### config.mk
export PLATFORM = sky130hd
export DESIGN_NAME = bmap_marker
export DESIGN_NICKNAME = d
export VERILOG_FILES = /design/src/rtl/bmap_pkg.sv /design/src/rtl/bmap_fail_mask.sv /design/src/rtl/bmap_merge.sv /design/src/rtl/bmap_cursor.sv /design/src/rtl/bmap_marker.sv
export SDC_FILE = /design/constraint.sdc
export NUM_CORES = 1
export LEC_CHECK = 0
export ABC_AREA = 1
export BUFFER_PORTS_ARGS = -buffer_cell sky130_fd_sc_hd__buf_4
export CAP_MARGIN = 20
export CORE_MARGIN = 4
export CORE_UTILIZATION = 49
export CTS_BUF_LIST = sky130_fd_sc_hd__clkbuf_4 sky130_fd_sc_hd__clkbuf_8
export DETAILED_ROUTE_END_ITERATION = 10
export PLACE_DENSITY = 0.79
export RECOVER_POWER = 100
export SYNTH_ARGS = -nofsm -noshare
export SYNTH_HDL_FRONTEND = slang
export SYNTH_HIERARCHICAL = 1
export SYNTH_SLANG_ARGS = --single-unit
export TNS_END_PERCENT = 50
### constraint.sdc
create_clock -name clk -period 2.3 [get_ports clk]
set_input_delay 0 -clock clk [delete_from_list [all_inputs] [get_ports clk]]
set_output_delay 0 -clock clk [all_outputs]
set_load 0.05 [all_outputs]
### src/rtl/bmap_pkg.sv
package bmap_pkg;
  localparam int PORTS = 2;
  localparam int DIMMS = 2;
  localparam int UNITS = PORTS * DIMMS;

  typedef enum logic [2:0] {
    ST_IDLE,
    ST_CHECK,
    ST_RDREQ,
    ST_RDWAIT,
    ST_WRREQ,
    ST_DONE
  } walk_state_t;
endpackage

### src/rtl/bmap_fail_mask.sv
module bmap_fail_mask #(
  parameter int NUM_PLL = 5,
  parameter int STAT_W  = 16,
  localparam int DATA_W = 16 * NUM_PLL
) (
  input  logic [STAT_W-1:0] status,
  output logic [DATA_W-1:0] mask
);
  // each unlocked PLL condemns two adjacent bytes
  for (genvar k = 0; k < NUM_PLL; k++) begin : g_pll
    assign mask[16*k +: 16] = {16{~status[STAT_W-1-k]}};
  end
endmodule

### src/rtl/bmap_merge.sv
module bmap_merge #(
  parameter int DATA_W = 80
) (
  input  logic [DATA_W-1:0] stored,
  input  logic [DATA_W-1:0] fail,
  output logic [DATA_W-1:0] merged,
  output logic              changed
);
  assign merged  = stored | fail;
  assign changed = |(fail & ~stored);
endmodule

### src/rtl/bmap_cursor.sv
module bmap_cursor #(
  parameter int CNT_W = 3
) (
  input  logic             clk,
  input  logic             rst_n,
  input  logic             clear,
  input  logic             step_rank,
  input  logic             step_unit,
  output logic             port,
  output logic             dimm,
  output logic [CNT_W-1:0] rank,
  output logic             last_unit
);
  always_ff @(posedge clk or negedge rst_n) begin
    if (!rst_n) begin
      port <= 1'b0;
      dimm <= 1'b0;
      rank <= '0;
    end else if (clear) begin
      port <= 1'b0;
      dimm <= 1'b0;
      rank <= '0;
    end else if (step_unit) begin
      {port, dimm} <= {port, dimm} + 2'd1;
      rank         <= '0;
    end else if (step_rank) begin
      rank <= rank + 1'b1;
    end
  end

  assign last_unit = port & dimm;

  // the walk advances along exactly one axis per cycle
  assert_one_axis_R2: assert property (@(posedge clk) disable iff (!rst_n)
    !(step_rank && step_unit));
  // the unit cursor only moves forward
  assert_unit_fwd_R2: assert property (@(posedge clk) disable iff (!rst_n)
    step_unit && !clear |=> {port, dimm} == $past({port, dimm}) + 2'd1);
endmodule

### src/rtl/bmap_marker.sv
module bmap_marker
  import bmap_pkg::*;
#(
  parameter int NUM_PLL   = 5,
  parameter int STAT_W    = 16,
  parameter int MAX_RANKS = 4,
  localparam int DATA_W   = 16 * NUM_PLL,
  localparam int RANK_W   = $clog2(MAX_RANKS),
  localparam int CNT_W    = $clog2(MAX_RANKS + 1),
  localparam int ADDR_W   = RANK_W + 2
) (
  input  logic                   clk,
  input  logic                   rst_n,
  input  logic                   start,
  input  logic [STAT_W-1:0]      lock_p0,
  input  logic [STAT_W-1:0]      lock_p1,
  input  logic [7:0]             dimm_ok,
  input  logic [UNITS*CNT_W-1:0] rank_cnt,
  output logic                   busy,
  output logic                   done,
  output logic                   req_valid,
  input  logic                   req_ready,
  output logic                   req_write,
  output logic [ADDR_W-1:0]      req_addr,
  output logic [DATA_W-1:0]      req_wdata,
  input  logic                   rsp_valid,
  output logic                   rsp_ready,
  input  logic [DATA_W-1:0]      rsp_data
);
  walk_state_t state, state_nx;

  logic [STAT_W-1:0]      stat0_q, stat1_q;
  logic [7:0]             ok_q;
  logic [UNITS*CNT_W-1:0] cnt_q;
  logic [DATA_W-1:0]      merged_q;

  logic             cur_port, cur_dimm, last_unit;
  logic [CNT_W-1:0] cur_rank, cur_cnt;
  logic [1:0]       unit_idx;
  logic             unit_ok, rank_live;
  logic             clear, step_rank, step_unit;
  logic [DATA_W-1:0] fail_mask, merged;
  logic              changed;

  bmap_cursor #(.CNT_W(CNT_W)) u_cursor (
    .clk       (clk),
    .rst_n     (rst_n),
    .clear     (clear),
    .step_rank (step_rank),
    .step_unit (step_unit),
    .port      (cur_port),
    .dimm      (cur_dimm),
    .rank      (cur_rank),
    .last_unit (last_unit)
  );

  bmap_fail_mask #(.NUM_PLL(NUM_PLL), .STAT_W(STAT_W)) u_mask (
    .status (cur_port ? stat1_q : stat0_q),
    .mask   (fail_mask)
  );

  bmap_merge #(.DATA_W(DATA_W)) u_merge (
    .stored  (rsp_data),
    .fail    (fail_mask),
    .merged  (merged),
    .changed (changed)
  );

  // flag positions: p0d0=7, p0d1=6, p1d0=3, p1d1=2
  assign unit_idx  = {cur_port, cur_dimm};
  assign unit_ok   = ok_q[{~cur_port, 1'b1, ~cur_dimm}];
  assign cur_cnt   = cnt_q[int'(unit_idx)*CNT_W +: CNT_W];
  assign rank_live = unit_ok && (cur_rank < cur_cnt);

  always_comb begin
    state_nx  = state;
    clear     = 1'b0;
    step_rank = 1'b0;
    step_unit = 1'b0;
    unique case (state)
      ST_IDLE: if (start) begin
        clear    = 1'b1;
        state_nx = ST_CHECK;
      end
      ST_CHECK: begin
        if (rank_live)      state_nx = ST_RDREQ;
        else if (last_unit) state_nx = ST_DONE;
        else                step_unit = 1'b1;
      end
      ST_RDREQ: if (req_ready) state_nx = ST_RDWAIT;
      ST_RDWAIT: if (rsp_valid) begin
        if (changed) state_nx = ST_WRREQ;
        else begin
          step_rank = 1'b1;
          state_nx  = ST_CHECK;
        end
      end
      ST_WRREQ: if (req_ready) begin
        step_rank = 1'b1;
        state_nx  = ST_CHECK;
      end
      ST_DONE: state_nx = ST_IDLE;
      default: state_nx = ST_IDLE;
    endcase
  end

  always_ff @(posedge clk or negedge rst_n) begin
    if (!rst_n) begin
      state    <= ST_IDLE;
      stat0_q  <= '0;
      stat1_q  <= '0;
      ok_q     <= '0;
      cnt_q    <= '0;
      merged_q <= '0;
    end else begin
      state <= state_nx;
      if (state == ST_IDLE && start) begin
        stat0_q <= lock_p0;
        stat1_q <= lock_p1;
        ok_q    <= dimm_ok;
        cnt_q   <= rank_cnt;
      end
      if (state == ST_RDWAIT && rsp_valid) merged_q <= merged;
    end
  end

  assign busy      = (state != ST_IDLE);
  assign done      = (state == ST_DONE);
  assign req_valid = (state == ST_RDREQ) || (state == ST_WRREQ);
  assign req_write = (state == ST_WRREQ);
  assign req_addr  = {cur_port, cur_dimm, cur_rank[RANK_W-1:0]};
  assign req_wdata = merged_q;
  assign rsp_ready = (state == ST_RDWAIT);

  assert_req_hold_R8: assert property (@(posedge clk) disable iff (!rst_n)
    req_valid && !req_ready |=> req_valid && $stable(req_write) && $stable(req_addr)
                                && $stable(req_wdata));
  assert_done_pulse_R9: assert property (@(posedge clk) disable iff (!rst_n)
    done |=> !done && !busy);
  assert_func_only_R3: assert property (@(posedge clk) disable iff (!rst_n)
    req_valid |-> unit_ok);
  assert_rank_bound_R4: assert property (@(posedge clk) disable iff (!rst_n)
    req_valid |-> cur_rank < cur_cnt);
  assert_wr_holds_fail_R6: assert property (@(posedge clk) disable iff (!rst_n)
    req_valid && req_write |-> (req_wdata & fail_mask) == fail_mask);
  assert_rd_before_wr_R5: assert property (@(posedge clk) disable iff (!rst_n)
    $rose(req_write) |-> $past(rsp_valid && rsp_ready));
endmodule

==> impl_metrics.ini <==
[run_status]
status = finished clean

[sta]
hold_violations = 0
clock_skew_ps = 10.09
clock.fmax_mhz = 446.9
slew_headroom_pct = 23.51
setup_violations = 0
fin_crit_sh_pct = 97.29
fin_tns_setup_ps = 0
slew_viol_final = 0
worst_pin_slew_ps = 1147
post-route-min-period_ps = 2238
setup_slack_ps = 62.28
rsz0062_at_grt = true

[finish]
final_common_cell = nand2_1
final_util_pct = 67.58
final_nets = 1177
fillCellCount = 1130
instances_no_fill = 1230
final_cell_mix = 215 x nand2_1, 123 x buf_4, 114 x dfrtp_1
area_delta_synth_final_pct = 34.90
layout-drive-gt1-share_pct = 28.12

[floorplan]
fp.coreArea_um2 = 13930
start_util_pct = 50.09
fp.dieW_um = 127.4
die_area_um2 = 16220
std_cell_rows = 43
ioPinCount = 226
fp.dieH_um = 127.4

[pwr]
vdd_drop_max_mv = 0.7702
leakage_uw = 0.004902
total_power_uw = 13080
cellPowerDensity_nw_per_um2 = 1389

[global_route]
grt_pass1_wl_mm = 29.21
grt_usage_pct = 22.80
overflow = 0
antenna_found_initial = 1
grt_max_degree = 47
grt_pass1_vias = 5994

[worst_setup_path]
end_kind = register
crit_fanout = 7
required_ps = 2620
worstSetupStartpointType = register
arrival_ps = 2550
critical_path_class = reg2reg

[clock_network]
clockBufferDepth = 2
cts_max_level = 4
clkTransAtPathRegs_ps = 70
cts_tree = done
clock_sinks = 114
cts_buffers = 17
root_buffer = clkbuf_8
clock_latency_ps = 430

[detailed_routing]
post_drt_wl_per_cell_um = 15.33
via_per_inst = 4.728
dr.pass1.iters = 5
postRouteAntennaNets = 0
initialDrtViolationCount = 294
finalWirelength_mm = 18.86
drcViolationCount = 0
vias = 5816

[placed_design]
dp.cells = 1079
gp_congestion = 0.8309
place.port_buffers = 199
dp_hpwl_mm = 11.74
dp_slack_ps = -23.60

[synth]
synthCells = 783
syn-cell-area_um2 = 6980
avgSynthCellArea_um2 = 8.915
synth_nets = 924
yosys_warnings = 6

[flow_run]
maxCapViolations = 0

[min_path]
hold_class = in2reg
[worst max-delay path, cell delays in order (launching register included)]
cell and delay (ps):
dfrtp_1 400, inv_2 90, buf_4 110, nand2_1 50, nand2_2 150, clkinvlp_4 200, nand2_1 150, o211ai_1 120
nor2_1 130, nand3_1 90, nor2_1 140, nand2_2 100, o22ai_4 180, nand3_1 100, nand2_1 70, nor2_1 40
[path summary, 6_finish.rpt]
kind	startpoint	to	slack, ps	cells past startpoint
hold reg to reg	cnt_q[9]	cnt_q[9]	480	2
min in group asynchronous	rst_n	state[0]	240	2
hold / removal	start	state[0]	80	5
max in group asynchronous	rst_n	req_wdata[31]	420	3
setup / recovery	u_cursor/port	u_cursor/rank[2]	60	15
setup reg to reg	u_cursor/port	u_cursor/rank[2]	60	15
[through the flow]
stage | area [um2] | hold WS [ps]
after global routing | 9417 | 131.6
after CTS | 9726 | 51.44
final | 9417 | 82.54
after detailed placement | 8154 | 6.824
after global placement | 8154 | 1.753
after floorplan | 6987 | -295.6
[state kept, by name, indices dropped and copies added, names as in the netlist]
register       count
state              3
u_cursor/rank      3
stat0_q            5
u_cursor/port      1
cnt_q             12
u_cursor/dimm      1
stat1_q            5
ok_q               4
req_wdata         80
[report_power, final]
group	internal, uW	total, uW	switching, uW
Combinational	2560	7600	5040
Sequential	2950	3570	623
Clock	1080	1910	830
[layout make-up]
cell class / instances / area (um2) / area share, %
clock inverter: 9 / 105.1 / 1.116
inverter: 103 / 397.9 / 4.225
timing repair inverter: 6 / 42.54 / 0.4518
multi-input combinational: 466 / 3043 / 32.31
antenna: 1 / 2.502 / 0.02657
timing repair buffer: 328 / 2450 / 26.02
tap: 180 / 225.2 / 2.392
clock buffer: 23 / 297.8 / 3.162
sequential: 114 / 2853 / 30.30
[what timing repair did]
action | CTS | global route
endpoints found under the setup margin | 3 | 7
buffers inserted | 2 | 1
endpoints found under the hold margin | 222 | 0
pin swaps | 0 | 7
gates cloned | 4 | 2
resized for setup | 12 | 9
hold buffers | 109 | 0
[layer usage]
layer | track usage [%] | part of all wire (%) | vias up
met5 | 0 | 0 | -
met4 | 10.22 | 3.2 | 0
met3 | 4.933 | 4.6 | 43
met2 | 41.31 | 53 | 166
met1 | 25.57 | 39 | 2770
li1 | - | - | 2837
(Power assumes the default switching activity.)
